$ cat src/rtl/srg_pkg.sv
package srg_pkg;
  parameter int RATIO_W   = 11;
  parameter int BIT_W     = 10;
  parameter int HALF_W    = 4;
  parameter int NORM_BITS = 32;

  typedef struct packed {
    logic       bclk_half;
    logic       mclk_half;
    logic [4:0] rate;
    logic       usb;
  } ctl_t;

  function automatic logic [RATIO_W-1:0] norm_ratio(input logic [4:0] code);
    case (code)
      5'd1:    norm_ratio = RATIO_W'(128);
      5'd2:    norm_ratio = RATIO_W'(384);
      5'd3:    norm_ratio = RATIO_W'(192);
      default: norm_ratio = RATIO_W'(256);
    endcase
  endfunction

  function automatic logic [RATIO_W-1:0] usb_ratio(input logic [4:0] code);
    case (code)
      5'b10001: usb_ratio = RATIO_W'(272);
      5'b00110: usb_ratio = RATIO_W'(1496);
      default:  usb_ratio = RATIO_W'(250);
    endcase
  endfunction
endpackage

$ cat src/rtl/srg_ctl_regs.sv
module srg_ctl_regs
  import srg_pkg::*;
(
  input  logic       clk,
  input  logic       rst_n,
  input  logic       wr_en,
  input  logic [7:0] wr_data,
  input  logic       load,
  output ctl_t       act
);
  ctl_t pend_q, pend_d, act_q, act_d;

  always_comb begin
    pend_d = pend_q;
    act_d  = act_q;
    if (wr_en) pend_d = ctl_t'(wr_data);
    if (load)  act_d  = pend_q;
  end

  always_ff @(posedge clk or negedge rst_n) begin
    if (!rst_n) begin
      pend_q <= '0;
      act_q  <= '0;
    end else begin
      pend_q <= pend_d;
      act_q  <= act_d;
    end
  end

  assign act = act_q;
endmodule

$ cat src/rtl/srg_rate_decode.sv
module srg_rate_decode
  import srg_pkg::*;
(
  input  ctl_t              act,
  input  logic              enable,
  output logic [HALF_W-1:0] half,
  output logic [BIT_W-1:0]  nbits,
  output logic [BIT_W-1:0]  nhigh
);
  localparam int NORM_DIV = 2 * NORM_BITS;
  logic [RATIO_W-1:0] ratio;

  always_comb begin
    if (act.usb) begin
      ratio = usb_ratio(act.rate);
      if (act.bclk_half && enable) begin
        nbits = BIT_W'(ratio >> 2);
        half  = HALF_W'(2);
      end else begin
        nbits = BIT_W'(ratio >> 1);
        half  = HALF_W'(1);
      end
    end else begin
      ratio = norm_ratio(act.rate);
      nbits = BIT_W'(NORM_BITS);
      half  = HALF_W'(32'(ratio) / NORM_DIV);
    end
    nhigh = BIT_W'((32'(nbits) + 1) >> 1);
  end
endmodule

$ cat src/rtl/srg_frame_seq.sv
module srg_frame_seq
  import srg_pkg::*;
(
  input  logic              clk,
  input  logic              rst_n,
  input  logic              enable,
  input  logic              div_mclk,
  input  logic [HALF_W-1:0] half,
  input  logic [BIT_W-1:0]  nbits,
  input  logic [BIT_W-1:0]  nhigh,
  output logic              lrclk,
  output logic              bclk,
  output logic              strobe,
  output logic              load,
  output logic              running
);
  logic              run_q, run_d, tck_q, tck_d, tick;
  logic              bclk_q, bclk_d, lr_q, lr_d, stb_q, stb_d;
  logic [HALF_W-1:0] ph_q, ph_d;
  logic [BIT_W-1:0]  bit_q, bit_d;

  assign tick = !div_mclk || tck_q;

  always_comb begin
    run_d  = run_q;
    ph_d   = ph_q;
    bit_d  = bit_q;
    bclk_d = bclk_q;
    lr_d   = lr_q;
    stb_d  = 1'b0;
    load   = 1'b0;
    tck_d  = div_mclk ? !tck_q : 1'b0;
    if (!enable) begin
      run_d  = 1'b0;
      ph_d   = '0;
      bit_d  = '0;
      bclk_d = 1'b0;
      lr_d   = 1'b0;
      tck_d  = 1'b0;
      load   = 1'b1;
    end else if (!run_q) begin
      load = 1'b1;
      if (tick) begin
        run_d  = 1'b1;
        ph_d   = '0;
        bit_d  = '0;
        bclk_d = 1'b0;
        lr_d   = 1'b1;
        stb_d  = 1'b1;
      end
    end else if (tick) begin
      if (ph_q == half - HALF_W'(1)) begin
        ph_d = '0;
        if (!bclk_q) begin
          bclk_d = 1'b1;
        end else begin
          bclk_d = 1'b0;
          if (bit_q == nbits - BIT_W'(1)) begin
            bit_d = '0;
            lr_d  = 1'b1;
            stb_d = 1'b1;
            load  = 1'b1;
          end else begin
            bit_d = bit_q + BIT_W'(1);
            lr_d  = (bit_q + BIT_W'(1)) < nhigh;
          end
        end
      end else begin
        ph_d = ph_q + HALF_W'(1);
      end
    end
  end

  always_ff @(posedge clk or negedge rst_n) begin
    if (!rst_n) begin
      run_q  <= 1'b0;
      tck_q  <= 1'b0;
      ph_q   <= '0;
      bit_q  <= '0;
      bclk_q <= 1'b0;
      lr_q   <= 1'b0;
      stb_q  <= 1'b0;
    end else begin
      run_q  <= run_d;
      tck_q  <= tck_d;
      ph_q   <= ph_d;
      bit_q  <= bit_d;
      bclk_q <= bclk_d;
      lr_q   <= lr_d;
      stb_q  <= stb_d;
    end
  end

  assign lrclk   = lr_q;
  assign bclk    = bclk_q;
  assign strobe  = stb_q;
  assign running = run_q;


  strobe_rise_chk: assert property (@(posedge clk) disable iff (!rst_n)
    stb_q |-> (lr_q && !$past(lr_q)));

  lr_edge_bclk_low_chk: assert property (@(posedge clk) disable iff (!rst_n)
    (lr_q != $past(lr_q)) |-> !bclk_q);

  idle_quiet_chk: assert property (@(posedge clk) disable iff (!rst_n)
    !enable |=> (!lr_q && !bclk_q && !stb_q));

  bit_range_chk: assert property (@(posedge clk) disable iff (!rst_n)
    run_q |-> (bit_q < nbits));
endmodule

$ cat src/rtl/srg_clkgen.sv
module srg_clkgen
  import srg_pkg::*;
(
  input  logic       clk,
  input  logic       rst_n,
  input  logic       wr_en,
  input  logic [7:0] wr_data,
  input  logic       enable,
  output logic       lrclk,
  output logic       bclk,
  output logic       frame_strobe
);
  logic              rs1_q, rs2_q, rst_sn;
  logic              load, running;
  ctl_t              act;
  logic [HALF_W-1:0] half;
  logic [BIT_W-1:0]  nbits, nhigh;

  always_ff @(posedge clk or negedge rst_n) begin
    if (!rst_n) begin
      rs1_q <= 1'b0;
      rs2_q <= 1'b0;
    end else begin
      rs1_q <= 1'b1;
      rs2_q <= rs1_q;
    end
  end
  assign rst_sn = rs2_q;

  srg_ctl_regs u_regs (
    .clk(clk), .rst_n(rst_sn), .wr_en(wr_en), .wr_data(wr_data),
    .load(load), .act(act)
  );

  srg_rate_decode u_dec (
    .act(act), .enable(enable), .half(half), .nbits(nbits), .nhigh(nhigh)
  );

  srg_frame_seq u_seq (
    .clk(clk), .rst_n(rst_sn), .enable(enable), .div_mclk(act.mclk_half),
    .half(half), .nbits(nbits), .nhigh(nhigh), .lrclk(lrclk), .bclk(bclk),
    .strobe(frame_strobe), .load(load), .running(running)
  );


  cfg_hold_chk: assert property (@(posedge clk) disable iff (!rst_sn)
    (running && $past(running) && !frame_strobe) |-> $stable(act));
endmodule

$ cat config.mk
export PLATFORM = sky130hd
export DESIGN_NAME = srg_clkgen
export DESIGN_NICKNAME = d
export VERILOG_FILES = /design/src/rtl/srg_pkg.sv /design/src/rtl/srg_ctl_regs.sv /design/src/rtl/srg_rate_decode.sv /design/src/rtl/srg_frame_seq.sv /design/src/rtl/srg_clkgen.sv
export SDC_FILE = /design/constraint.sdc
export NUM_CORES = 1
export LEC_CHECK = 0
export ABC_AREA = 1
export BUFFER_PORTS_ARGS = -buffer_cell sky130_fd_sc_hd__buf_2
export CAP_MARGIN = 10
export CORE_MARGIN = 3
export CORE_UTILIZATION = 60
export CTS_CLUSTER_DIAMETER = 30
export DETAILED_ROUTE_END_ITERATION = 8
export PLACE_DENSITY = 0.83
export SYNTH_ARGS = -nofsm -noshare
export SYNTH_HDL_FRONTEND = slang
export SYNTH_SLANG_ARGS = --single-unit
$ cat constraint.sdc
create_clock -name clk -period 2.8 [get_ports clk]
set_clock_uncertainty 0.2 [all_clocks]
set_input_delay 0.42 -clock clk [delete_from_list [all_inputs] [get_ports clk]]
set_output_delay 0.42 -clock clk [all_outputs]
set_load 0.02 [all_outputs]
==> reports/results.txt, run 1 <==
Status: complete, no violations
Mux cell area share after synthesis: 0.0361
Max IR drop VDD: 0.437 mV
Fin. Hold Viols: 0
Clock transition at path regs: 0.08 ns
Multi-input logic area: 1490 µm²
# clock sinks: 37
Routed wire length: 6000 µm
Layout cells sized above 1: 0.270
Antenna violations before repair: 0
IO Count: 15
R2R Path Start: u_regs.act[4]$_DFFE_PN0P_
Die Wd: 70.5 µm
Leakage: 1.47 nW
Via count: 2266
CP Class: reg -> reg
P_int: 0.984 mW
RSZ-0062 raised after global routing: yes
Post-synth EDFFs: 0
Gr usage total: 0.231
Most frequent cells in the layout: 79 x nand2_1, 34 x nand3_1, 32 x inv_1
Clock Power Share: 0.237
Critical Path AT: 2.69 ns
Pwr Density: 559 nW/µm²
Clock latency on the worst-skew pair: 0.30 ns
Reg2reg path depth: 13
Endpoints failing setup: 0
XOR/XNOR Fraction of Synth Area: 0.0596
CTS root buf: clkbuf_8
CP Buf/Inv Count: 2
Mapped Cells: 313
Synth cell types: 33
CP Launch Point: u_regs.act[4]$_DFFE_PN0P_
CP max FO: 11
Tcrit/Tclk final: 0.976
Ant diodes: 0
Critical path capture point type: flip-flop
CP dominant cell by count: xor2_1
CTS max path bufs: 2
Primary FF master, synth: dfrtp_1
Register area share after synthesis: 0.371
Reg area: 933 µm²
Largest net degree at the start of global routing: 24
Area share of and/or/nand/nor cells after synthesis: 0.330
Syn-to-layout area delta: 16.0%
Max_slew headroom: 0.461
Reg2reg end: u_seq.bit_q[7]$_DFFE_PN0P_
Drt drc: 0
Vias/cell: 5.78
Die Ht: 70.5 µm
CTS tree: yes
Wire length per cell: 15.3 µm
Core area: 3830 µm²
CP Data Required Time: 2.76 ns
Setup TNS: 0 ns
Commonest non-fill, non-tap cell in the layout: nand2_1
CTS Buf Count: 5
Synthesis-stage register bit count: 37
FP Rows: 22
Post-Syn Area: 2500 µm²
Crit-path leading delay family: simple AND/OR/NAND/NOR gates
Sw frac: 0.392
Critical Path, Cell by Cell: nor2_4 > o211ai_1 > o21ai_1 > inv_1 > ha_2 > xor2_1 > xor2_1 > nand3_2 > nor3_4 > buf_6 > o21ai_4 > nand2_1 > o21ai_0
Synth warn: 0
Worst-Margin Slew: 0.809 ns
Post-layout nets: 369
Starting DRT DRC Count: 263
Fmax: 366 MHz
Final ANT Viol Nets: 0
Slowest CP cell: dfrtp_2
Vias in the first global route: 2045
HPWL Detailed: 3900 µm
Buffers on Ports: 14
Critical path startpoint category: flip-flop
Starting density of the core: 0.652
Async S/R FF share, synth: 1.00
Number of fill cells: 254
Min-Delay Path Class: reg -> async
Main combinational cell family by area after synthesis: simple AND/OR/NAND/NOR gates
Synth Area in Adders: 0.0702
Sequential share of power: 0.407
Die area: 4970 µm²
Max cap viols: 0
Inst Count DP: 376
Final max-slew violation count: 0
H-tree levels: 2
Minimum clock period after layout: 2.73 ns
NetSw: 0.634 mW
GRT overflow: 0
Worst R2R Setup Slack: 0.07 ns
TritonRoute pass-1 iters: 6
Slowest stage delay, CP: 0.45 ns
Finished Layout Cells: 392
Compound-Gate Fraction of Synth Area: 0.0581
Global-route wire length before repair: 9180 µm
Avg Inst Size Synth: 7.97 µm²
Gp weighted congestion: 0.942
Logic pwr share: 0.356
[cells in the mapped netlist (2+ instances only)]
cell       n  area, µm²
o21ai_1    4       20.0
nand2_1   80        300
nor3_1     2       10.0
o21ai_0   11       55.1
nor2_1    18       67.6
nand3_2    6       60.1
dfrtp_1   37        926
nor2_4     5       56.3
ha_1      14        175
nor2_2     3       18.8
nand4_1    4       25.0
inv_1     32        120
buf_4      3       22.5
inv_2      5       18.8
clkbuf_1   2       7.51
a21oi_1    6       30.0
xor2_1    14        123
xnor2_1    3       26.3
nand2_2    7       43.8
mux2_2     8       90.1
nand3_1   36        180
nand2_4    2       22.5
[cell families (layout without fill, tap and decap cells)]
logic type	after synthesis	in the layout
flip-flops	37	37
multiplexers	8	8
adder cells (fa/ha/maj)	14	14
AO/OA/AOI/OAI	26	27
AND/OR/NAND/NOR	166	166
buffers and inverters	44	73
XOR/XNOR	17	17
other	1	2
[state kept, by name, summed over array words and instances, names as in the netlist]
signal and cells:
rs2_q 1, u_seq.ph_q 4, u_seq.running 1, u_seq.strobe 1, u_seq.lrclk 1, u_seq.bclk 1
u_regs.pend_q 8, u_regs.act 8, u_seq.bit_q 10, u_seq.tck_q 1, rs1_q 1
[layout make-up]
| type | count | share of cell area |
|---|---|---|
| Inverter | 38 | 0.0493 |
| Timing Repair Buffer | 27 | 0.0601 |
| Clock inverter | 3 | 0.00778 |
| Sequential cell | 37 | 0.322 |
| Multi-Input combinational cell | 234 | 0.516 |
| Tap cell | 48 | 0.0207 |
| Clock buffer | 5 | 0.0238 |
[per-layer routing]
layer | track usage | part of all wire | vias to the layer above
met5 | 0 | 0 | -
met4 | 0.0957 | 0.026 | 0
met3 | 0.0590 | 0.081 | 29
met2 | 0.356 | 0.47 | 111
met1 | 0.309 | 0.42 | 1050
li1 | - | - | 1076
[worst max-delay path by stage]
stage	cells past startpoint	endpoint	slack, ns
3_5_place_dp	13	u_seq.bit_q[8]$_DFFE_PN0P_	-0.06
3_3_place_gp	13	u_seq.bit_q[3]$_DFFE_PN0P_	0.03
4_1_cts	17	u_seq.lrclk$_DFFE_PN0P_	0.008
5_1_grt	15	u_seq.lrclk$_DFFE_PN0P_	-0.1
6_report	13	u_seq.bit_q[7]$_DFFE_PN0P_	0.07
2_1_floorplan	17	u_seq.lrclk$_DFFE_PN0P_	0.33
[metrics by stage]
| step | utilization | instance area, µm² | hold WS [ns] | setup WS [ns] | total power [mW] |
|---|---|---|---|---|---|
| floorplan | - | 2500 | -0.0756 | 0.330 | 1.03 |
| global placement | 0.688 | 2630 | 0.00432 | 0.0288 | 1.13 |
| detailed placement | 0.688 | 2630 | 0.00548 | -0.0560 | 1.14 |
| CTS | 0.719 | 2750 | 0.145 | 0.00827 | 1.53 |
| global route | 0.757 | 2900 | 0.149 | -0.0992 | 1.71 |
| finish | 0.757 | 2900 | 0.135 | 0.0680 | 1.62 |
[power groups by stage]
stage	Sequential [mW]	Combinational [mW]	Clock (mW)
final	0.658	0.576	0.384
after global placement	0.660	0.468	0
after detailed placement	0.662	0.481	0
after CTS	0.652	0.492	0.386
after global routing	0.666	0.632	0.411
after floorplan	0.660	0.372	0
[repair_timing]
item | in CTS | in global routing
buffers inserted | 1 | 5
cloned | 0 | 1
endpoints found under the setup margin | 10 | 23
pin swaps | 1 | 11
hold buffers | 1 | 0
resized for setup | 1 | 27
endpoints found under the hold margin | 2 | 0
No activity file was read; power rests on OpenSTA's default activity.
==> run 2: changes to the inputs <==
--- a/config.mk
+++ b/config.mk
@@ -9,10 +9,10 @@
 export BUFFER_PORTS_ARGS = -buffer_cell sky130_fd_sc_hd__buf_2
 export CAP_MARGIN = 10
 export CORE_MARGIN = 3
-export CORE_UTILIZATION = 60
+export CORE_UTILIZATION = 55
 export CTS_CLUSTER_DIAMETER = 30
 export DETAILED_ROUTE_END_ITERATION = 8
-export PLACE_DENSITY = 0.83
+export PLACE_DENSITY = 0.8
 export SYNTH_ARGS = -nofsm -noshare
 export SYNTH_HDL_FRONTEND = slang
 export SYNTH_SLANG_ARGS = --single-unit
==> constraint.sdc (replaced) <==
create_clock -name clk -period 2.36 [get_ports clk]
set_clock_uncertainty 0.2 [all_clocks]
set_input_delay 0.354 -clock clk [delete_from_list [all_inputs] [get_ports clk]]
set_output_delay 0.354 -clock clk [all_outputs]
set_load 0.02 [all_outputs]
==> reports/results.txt, run 2 (same netlist as run 1, synthesis figures left out) <==
CP Buf/Inv Count: 1 (-1)
Inst Count DP: 421 (+12%)
Drt drc: 0 (unchanged)
Critical Path, Cell by Cell: ha_2 > nand2_1 > nor2_2 > nand3_2 > nor3_2 > xor2_1 > inv_1 > ha_1 > nand2_2 > nor2_2 > nand3b_1 > o2111ai_2 > nand3_2 > nand2_1 > nand2_1
FP Rows: 23 (+4.5%)
Syn-to-layout area delta: 31.3%
Fmax: 376 MHz (+2.7%)
Endpoints failing setup: 25 (+25)
Max cap viols: 0 (unchanged)
Layout cells sized above 1: 0.358 (+0.0877)
Global-route wire length before repair: 10800 µm (+17%)
CTS root buf: clkbuf_8
Final max-slew violation count: 0 (unchanged)
Slowest CP cell: dfrtp_1
Tcrit/Tclk final: 1.13 (+0.151)
Starting density of the core: 0.598 (-0.0542)
Vias/cell: 5.34 (-7.7%)
Critical Path AT: 2.66 ns (-0.03 ns)
CP dominant cell by count: nand2_1
Reg2reg path depth: 15 (+2)
Final Util: 0.786 (+0.0289)
Biggest register: u_seq.bit_q
Slowest stage delay, CP: 0.40 ns (-0.05 ns)
CP Class: reg -> reg
Violated checks: setup timing
Wire length per cell: 15.1 µm (-1.2%)
Die area: 5380 µm² (+8.3%)
DRT met1 WL: 2730 µm (+8.1%)
Max IR drop VDD: 0.523 mV (+20%)
H-tree levels: 2 (unchanged)
Ant diodes: 0 (unchanged)
Fin Hold WS: 0.0781 ns (-0.0569 ns)
Clock latency on the worst-skew pair: 0.30 ns (about the same)
Minimum clock period after layout: 2.66 ns (-0.0724 ns)
Top layer used by detailed routing: met4
Routed wire length: 6670 µm (+11%)
CP Data Required Time: 2.36 ns (-0.40 ns)
Final instance area: 3280 µm² (+13%)
WL met3: 385 µm (-21%)
Min-Delay Path Class: reg -> async
Max FFs per register: 10 (unchanged)
Die Wd: 73.4 µm (+4.1%)
WP depth: 15 (+2)
Via count: 2353 (+3.8%)
Buffers on Ports: 14 (unchanged)
CP max FO: 3 (-8)
Met2 wire len: 3350 µm (+19%)
Final ANT Viol Nets: 0 (unchanged)
Worst setup margin: -0.300 ns (-0.368 ns)
Gr usage total: 0.260 (+0.0297)
Largest net degree at the start of global routing: 36 (+50%)
HPWL Detailed: 4490 µm (+15%)
CTS max path bufs: 2 (unchanged)
Die Ht: 73.4 µm (+4.1%)
Most frequent cells in the layout: 74 x nand2_1, 58 x buf_4, 35 x dfrtp_1
Vias in the first global route: 2423 (+18%)
IO Count: 15 (unchanged)
TritonRoute pass-1 iters: 4 (-2)
Antenna violations before repair: 0 (unchanged)
Core area: 4170 µm² (+9.1%)
CTS Buf Count: 5 (unchanged)
Clock transition at path regs: 0.08 ns (about the same)
Fin. Hold Viols: 0 (unchanged)
Placed instance area: 2990 µm² (+14%)
Leakage: 1.73 nW (+18%)
Status: finished, violations left
Pwr Density: 692 nW/µm² (+24%)
# clock sinks: 37 (unchanged)
RSZ-0062 raised after global routing: yes
Critical path startpoint category: flip-flop
Crit-path leading delay family: simple AND/OR/NAND/NOR gates
Critical path capture point type: flip-flop
Starting DRT DRC Count: 186 (-29%)
GRT overflow: 0 (unchanged)
Finished Layout Cells: 441 (+13%)
Commonest non-fill, non-tap cell in the layout: nand2_1
CTS tree: yes
Gp weighted congestion: 0.920 (-2.4%)
Post-layout nets: 416 (+13%)
==> run 2: cell count changes in the layout (fill, tap and decap cells not counted), moves of 3 or more <==
cell / delta
o21ai_1: +7
dfrtp_2: -4
dfrtp_1: +4
nand2_2: +5
buf_4: +47
nor2_2: +3
nand2_1: -5
o21ai_0: -7
==> run 2: area by class of cell <==
cell class | instances | area, µm²
timing repair buffer | 74 | 536
tap | 50 | 62.6
sequential | 37 | 928
multi-input combinational | 234 | 1470
clock inverter | 3 | 68.8
inverter | 38 | 143
fill | 264 | 895
clock buffer | 5 | 68.8
==> run 2: where the power goes <==
part / total [mW] / internal [mW] / switching (mW) / leakage (nW)
registers: 0.767 / 0.700 / 0.0664 / 0.467
clock network: 0.672 / 0.425 / 0.247 / 0.0687
logic: 0.829 / 0.363 / 0.467 / 1.19
total: 2.27 / 1.49 / 0.780 / 1.73
==> run 2: path summary, 6_finish.rpt <==
| path | start | end | slack [ns] |
|---|---|---|---|
| max | u_seq.bit_q[0]$_DFFE_PN0P_ | u_seq.lrclk$_DFFE_PN0P_ | -0.30 |
| min | rs2_q$_DFF_PN0_ | u_seq.ph_q[3]$_DFFE_PN0N_ | 0.08 |
| max reg2reg | u_seq.bit_q[0]$_DFFE_PN0P_ | u_seq.lrclk$_DFFE_PN0P_ | -0.30 |
| min reg2reg | rs2_q$_DFF_PN0_ | u_seq.ph_q[3]$_DFFE_PN0N_ | 0.08 |
| max in group asynchronous | rs2_q$_DFF_PN0_ | u_regs.act[4]$_DFFE_PN0P_ | 1.55 |
| min in group clk | wr_data[2] | u_regs.pend_q[2]$_DFFE_PN0P_ | 0.08 |
==> run 2: metal layers <==
metal	track usage	up-vias
met5	0	-
met4	0.115	0
met3	0.0629	22
met2	0.439	71
met1	0.315	1095
li1	-	1165
==> run 2: metrics by stage <==
step / total power, mW / worst slack [ns] / setup TNS (ns)
6_report: 2.27 / -0.300 / -5.76
4_1_cts: 2.21 / -0.240 / -3.54
5_1_grt: 2.39 / -0.525 / -10.47
3_3_place_gp: 1.46 / -0.169 / -1.90
3_5_place_dp: 1.49 / -0.274 / -3.19
2_1_floorplan: 1.23 / 0.00642 / 0
==> run 2: repair_timing <==
item | 4_1_cts | 5_1_grt
endpoints found under the setup margin | 25 | 25
hold buffers | 1 | 0
gates resized for setup | 20 | 6
hold endpoints to repair | 2 | 0
buffers inserted | 4 | 6
pin swaps | 4 | 12
gates cloned | 0 | 1
